**config.mk**
```make
export PLATFORM = sky130hd
export DESIGN_NAME = flash_wp_ctrl
export DESIGN_NICKNAME = d
export VERILOG_FILES = /design/src/rtl/flash_wp_ctrl.sv
export SDC_FILE = /design/constraint.sdc
export NUM_CORES = 1
export LEC_CHECK = 0
export BUFFER_PORTS_ARGS = -buffer_cell sky130_fd_sc_hd__buf_4
export CAP_MARGIN = 10
export CORE_ASPECT_RATIO = 1.25
export CORE_MARGIN = 5
export CORE_UTILIZATION = 44
export CTS_CLUSTER_DIAMETER = 30
export DETAILED_ROUTE_END_ITERATION = 6
export HOLD_SLACK_MARGIN = 0.03
export PLACE_DENSITY = 0.79
export SETUP_SLACK_MARGIN = 0.4
export SYNTH_ARGS = -nofsm -noshare
export SYNTH_HDL_FRONTEND = slang
export SYNTH_SLANG_ARGS = --single-unit
export TNS_END_PERCENT = 10
```
**constraint.sdc**
```tcl
create_clock -name clk -period 2.9 [get_ports clk]
set_input_delay 0.435 -clock clk [delete_from_list [all_inputs] [get_ports clk]]
set_output_delay 0.435 -clock clk [all_outputs]
set_load 0.03 [all_outputs]
```
**src/rtl/flash_wp_ctrl.sv**
```systemverilog
module flash_wp_ctrl #(
  parameter int ADDR_W = 22,
  parameter int BLK_W  = 6
) (
  input  logic              clk,
  input  logic              rst_n,
  input  logic              cmd_valid,
  input  logic [2:0]        cmd_op,
  input  logic [7:0]        wr_data,
  input  logic [ADDR_W-1:0] addr,
  input  logic              wp_n,
  input  logic              otp_mode,
  input  logic              wip,
  input  logic [7:0]        susp_in,
  output logic              grant,
  output logic              reject,
  output logic [7:0]        status,
  output logic [7:0]        susp_status
);

  localparam logic [2:0] OP_WREN  = 3'd0;
  localparam logic [2:0] OP_WRDI  = 3'd1;
  localparam logic [2:0] OP_WRSR  = 3'd2;
  localparam logic [2:0] OP_PP    = 3'd3;
  localparam logic [2:0] OP_SE    = 3'd4;
  localparam logic [2:0] OP_BE    = 3'd5;
  localparam logic [2:0] OP_CE    = 3'd6;
  localparam logic [2:0] OP_RDSSR = 3'd7;
  localparam int         NBLK     = 1 << BLK_W;
  localparam logic [BLK_W:0] NBLK_V = (BLK_W+1)'(NBLK);
  localparam logic [3:0] BP_ALL   = 4'(BLK_W + 1);

  logic       srp, wpdis, wel, otp_lock;
  logic [3:0] bp;
  logic       ok;

  wire [BLK_W-1:0] blk      = addr[ADDR_W-1 -: BLK_W];
  wire [BLK_W:0]   prot_cnt = (bp >= BP_ALL) ? NBLK_V
                                             : ((BLK_W+1)'(1) << (bp - 4'd1));
  wire             in_prot  = (bp != 4'd0) && ({1'b0, blk} >= (NBLK_V - prot_cnt));
  wire             hpm      = srp & ~wp_n & ~wpdis;
  wire             otp_open = ~otp_lock;

  always_comb begin
    case (cmd_op)
      OP_WRSR:             ok = wel & (otp_mode ? otp_open : ~hpm);
      OP_PP, OP_SE, OP_BE: ok = wel & (otp_mode ? otp_open : ~in_prot);
      OP_CE:               ok = wel & (otp_mode ? otp_open : (bp == 4'd0));
      default:             ok = 1'b1;
    endcase
  end

  always_ff @(posedge clk or negedge rst_n) begin
    if (!rst_n) begin
      grant       <= 1'b0;
      reject      <= 1'b0;
      srp         <= 1'b0;
      wpdis       <= 1'b0;
      bp          <= 4'd0;
      wel         <= 1'b0;
      otp_lock    <= 1'b0;
      susp_status <= 8'd0;
    end else begin
      grant  <= cmd_valid & ok;
      reject <= cmd_valid & ~ok;
      if (cmd_valid && ok) begin
        case (cmd_op)
          OP_WREN:  wel <= 1'b1;
          OP_WRDI:  wel <= 1'b0;
          OP_WRSR: begin
            wel <= 1'b0;
            if (otp_mode) otp_lock <= 1'b1;
            else {srp, wpdis, bp} <= wr_data[7:2];
          end
          OP_RDSSR: susp_status <= susp_in;
          default:  wel <= 1'b0;
        endcase
      end
    end
  end

  assign status = {otp_mode ? otp_lock : srp, wpdis, bp, wel, wip};

  assert_hpm_blocks_wrsr_R2: assert property (@(posedge clk) disable iff (!rst_n)
    (cmd_valid && cmd_op == OP_WRSR && !otp_mode && status[7] && !wp_n && !status[6])
      |=> reject);

  assert_ce_needs_bp_zero_R4: assert property (@(posedge clk) disable iff (!rst_n)
    (cmd_valid && cmd_op == OP_CE && !otp_mode && status[5:2] != 4'd0) |=> reject);

  assert_otp_lock_sticky_R7: assert property (@(posedge clk) disable iff (!rst_n)
    otp_lock |=> otp_lock);

  assert_rdssr_always_R9: assert property (@(posedge clk) disable iff (!rst_n)
    (cmd_valid && cmd_op == OP_RDSSR) |=> (grant && susp_status == $past(susp_in)));

  assert_wel_required_R10: assert property (@(posedge clk) disable iff (!rst_n)
    (cmd_valid && cmd_op >= OP_WRSR && cmd_op <= OP_CE && !status[1]) |=> reject);

  assert_reject_keeps_state_R11: assert property (@(posedge clk) disable iff (!rst_n)
    reject |-> $stable({srp, wpdis, bp, wel, otp_lock}));

  assert_pulse_exclusive_R11: assert property (@(posedge clk) disable iff (!rst_n)
    !(grant && reject));

endmodule

```
==> key figures <==
Routing
  – Wire per inst: 14.2 um
  – Vias/cell: 5.39
  – Routed Antenna Nets: 0
  – Initial DRC Count: 21
  – Drt drc: 0
  – Pre-antenna DRT Iters: 4
  – Vias: between 1000 and 1500
  – Total wire length: 2780 um

STA
  – Tcrit/Tclk final: 0.835
  – Tmin final: 2420 ps
  – Max frequency: 0.413 GHz
  – Setup violations, final: 0
  – Worst Max-Slew Pin Slew: 462 ps
  – RSZ-0062 raised after global routing: no
  – Clk_skew: about 5.3 ps
  – Final hold vios: 0
  – TNS Setup: 0 ps
  – Fin. max-slew vios: 0
  – Slew HR: 0.690
  – Final hold slack: 368 ps

Logic synthesis
  – Commonest register cell after synthesis: dfrtp_1
  – Register area share after synthesis: 0.388
  – Synthesized flop and latch total: 18
  – Post-synth top area cell: dfrtp_1
  – Syn_nets: 167
  – Area of the mapped netlist: 1160 um2
  – Synth area leaders: dfrtp_1, mux2_2, ha_1, inv_1, a31oi_1
  – Synthesized instance count: 113
  – Post-synth EDFFs: 0
  – Yosys warns: 0
  – Syn_area_per_cell: 10.3 um2
  – Async SR Flop Fraction: 1.00
  – Top-area cell type share of the netlist area: 0.388
  – Distinct cells, synth: 37

Final layout
  – # nets final: ~220
  – Share of layout cells above drive strength 1: 0.497
  – Antenna cell count: 0
  – Area Overhead vs Synth: 39.5%

Place
  – Port Buffer Count: 44
  – Detail Placement HPWL: around 2100 um
  – Placer congestion estimate: between 0.7 and 0.8

Floorplan
  – Starting density of the core: 0.468
  – Die X: 55.9 um
  – Die area: 3770 um2
  – Row cnt: 20
  – I/O pins: 65
  – Core region area: 2480 um2
  – Die Height: 67.4 um

Setup path
  – CP startpoint kind: flop
  – CP max FO: 6
  – CP required: ~3100 ps
  – FF-to-FF End: grant
  – CP Data Arrival Time: 2660 ps
  – Crit. End Element: flop
  – Setup CP Type: reg -> reg
  – R2R depth: 10
  – Register-to-register setup slack: 480 ps
  – Reg2reg start: bp[0]

Flow run
  – Max Cap Violations: 0

Worst hold path
  – Worst Hold Endpoint: susp_status[1]
  – Min-delay src: susp_in[1]
  – Hold Path Class: in -> reg
  – Cell depth of the worst hold path: 2

Clock tree
  – CTS tree: done
  – Total CTS buffers: 3
  – Worst-case clock buffer depth: 2
  – CTS clk-pin slew, worst paths: roughly 100 ps
  – H-tree depth: 1
  – Clk Latency, worst-skew pair: 290 ps
  – Root Driver: clkbuf_4
  – CTS Sinks: 18

Global routing
  – Maximum number of pins on one net before global-route repair: 19
  – Tot GR Track Use: 0.139
  – First-pass GRT wire length: 4220 um
  – Initial antenna violation count: 0
  – Remaining global-route overflow: 0
  – Vias in the first global route: 979

Power and ir drop
  – Worst vdd ir: between 0.4 and 0.5 mV
  – Cell Pwr Density: 495 nW/um2
  – P_leak: 0.000820 uW

Run status
  – Outcome: completed
==> synth_stat cells (3+ instances only) <==
| library cell | instances |
|---|---|
| nand2_1 | 6 |
| a31oi_1 | 4 |
| nor2_1 | 3 |
| inv_1 | 9 |
| o21ai_0 | 5 |
| mux2_2 | 14 |
| and3_1 | 3 |
| nor3_1 | 4 |
| a21oi_1 | 3 |
| ha_1 | 7 |
| nand2b_1 | 4 |
| dfrtp_1 | 18 |
| buf_4 | 3 |
==> registers in the layout (all words and copies together), names as in the netlist <==
name         count
otp_lock         1
susp_status      8
wel              1
wpdis            1
grant            1
reject           1
bp               4
srp              1
==> through the flow <==
step	power (uW)	cell area (um2)	std cells	util	worst slack, ps
after floorplan	512	1160	113	-	566
after global placement	611	1470	182	0.594	490
after detailed placement	625	1470	182	0.594	415
after CTS	781	1520	187	0.613	434
after global routing	850	1620	196	0.653	345
final	801	1620	196	0.653	478
==> worst max-delay path by stage <==
stage / startpoint / end / slack, ps
2_1_floorplan: bp[0] / wel / 570
3_3_place_gp: bp[0] / wel / 490
3_5_place_dp: bp[0] / wel / 410
4_1_cts: bp[1] / wel / 430
5_1_grt: bp[0] / grant / 350
6_report: bp[0] / grant / 480
==> worst max-delay path, stage by stage, from the launching register on <==
cell and delay, ps:
dfrtp_2 450, dlymetal6s2s_1 200, buf_4 160, o21ai_0 180, or3b_4 400, ha_1 190, a21o_1 170, a21oi_1 140
o21ai_1 110, o311ai_2 130, and4_1 240
==> kinds of logic (layout without fill, tap and decap cells) <==
| group | count (synthesis) | count (layout) | synth area share |
|---|---|---|---|
| compound gates | 22 | 22 | 0.128 |
| xor+xnor | 2 | 2 | 0.0151 |
| fa+ha+maj | 8 | 8 | 0.0841 |
| buf+inv | 17 | 67 | 0.0809 |
| flops | 18 | 18 | 0.388 |
| mux | 14 | 14 | 0.136 |
| simple gates | 32 | 32 | 0.167 |
==> layer usage <==
| layer | track usage | vias up | routed length, um |
|---|---|---|---|
| li1 | - | 505 | - |
| met1 | 0.135 | 512 | 964 |
| met2 | 0.286 | 35 | 1610 |
| met3 | 0.0306 | 4 | 172 |
| met4 | 0.0534 | 0 | 34 |
| met5 | 0 | - | 0 |
==> final cells by class <==
cell class	count	area, um2
clock buffers	4	36.3
repair buffers	54	413
inverters	9	33.8
fillers	208	860
flip-flops and latches	18	455
multi-input cells	78	638
well taps	33	41.3
==> placed cells by master, fill, tap and decap left out, types with 4 or more instances in the layout <==
cell type  count
buf_4         52
mux2_2        14
dfrtp_1       14
inv_1          9
ha_1           7
nand2_1        6
nor3_1         4
nand2b_1       4
o21ai_0        4
a31oi_1        4
dfrtp_2        4
==> report_power, final <==
group,switching [uW],leakage (uW),internal [uW],total (uW)
clock network,77.4,0.0000210,76.5,154
logic,175,0.000574,156,331
registers,27.2,0.000225,289,316
total,279,0.000820,521,801
==> timing repair <==
item / CTS / global route
pin swaps: 0 / 1
endpoints found under the hold margin: 18 / 0
hold buffers: 1 / 0
gates resized for setup: 1 / 8
gates cloned: 0 / 0
buffers inserted: 0 / 9
setup endpoints to repair: 1 / 3
Note: power is estimated with default switching activity, not from simulation.
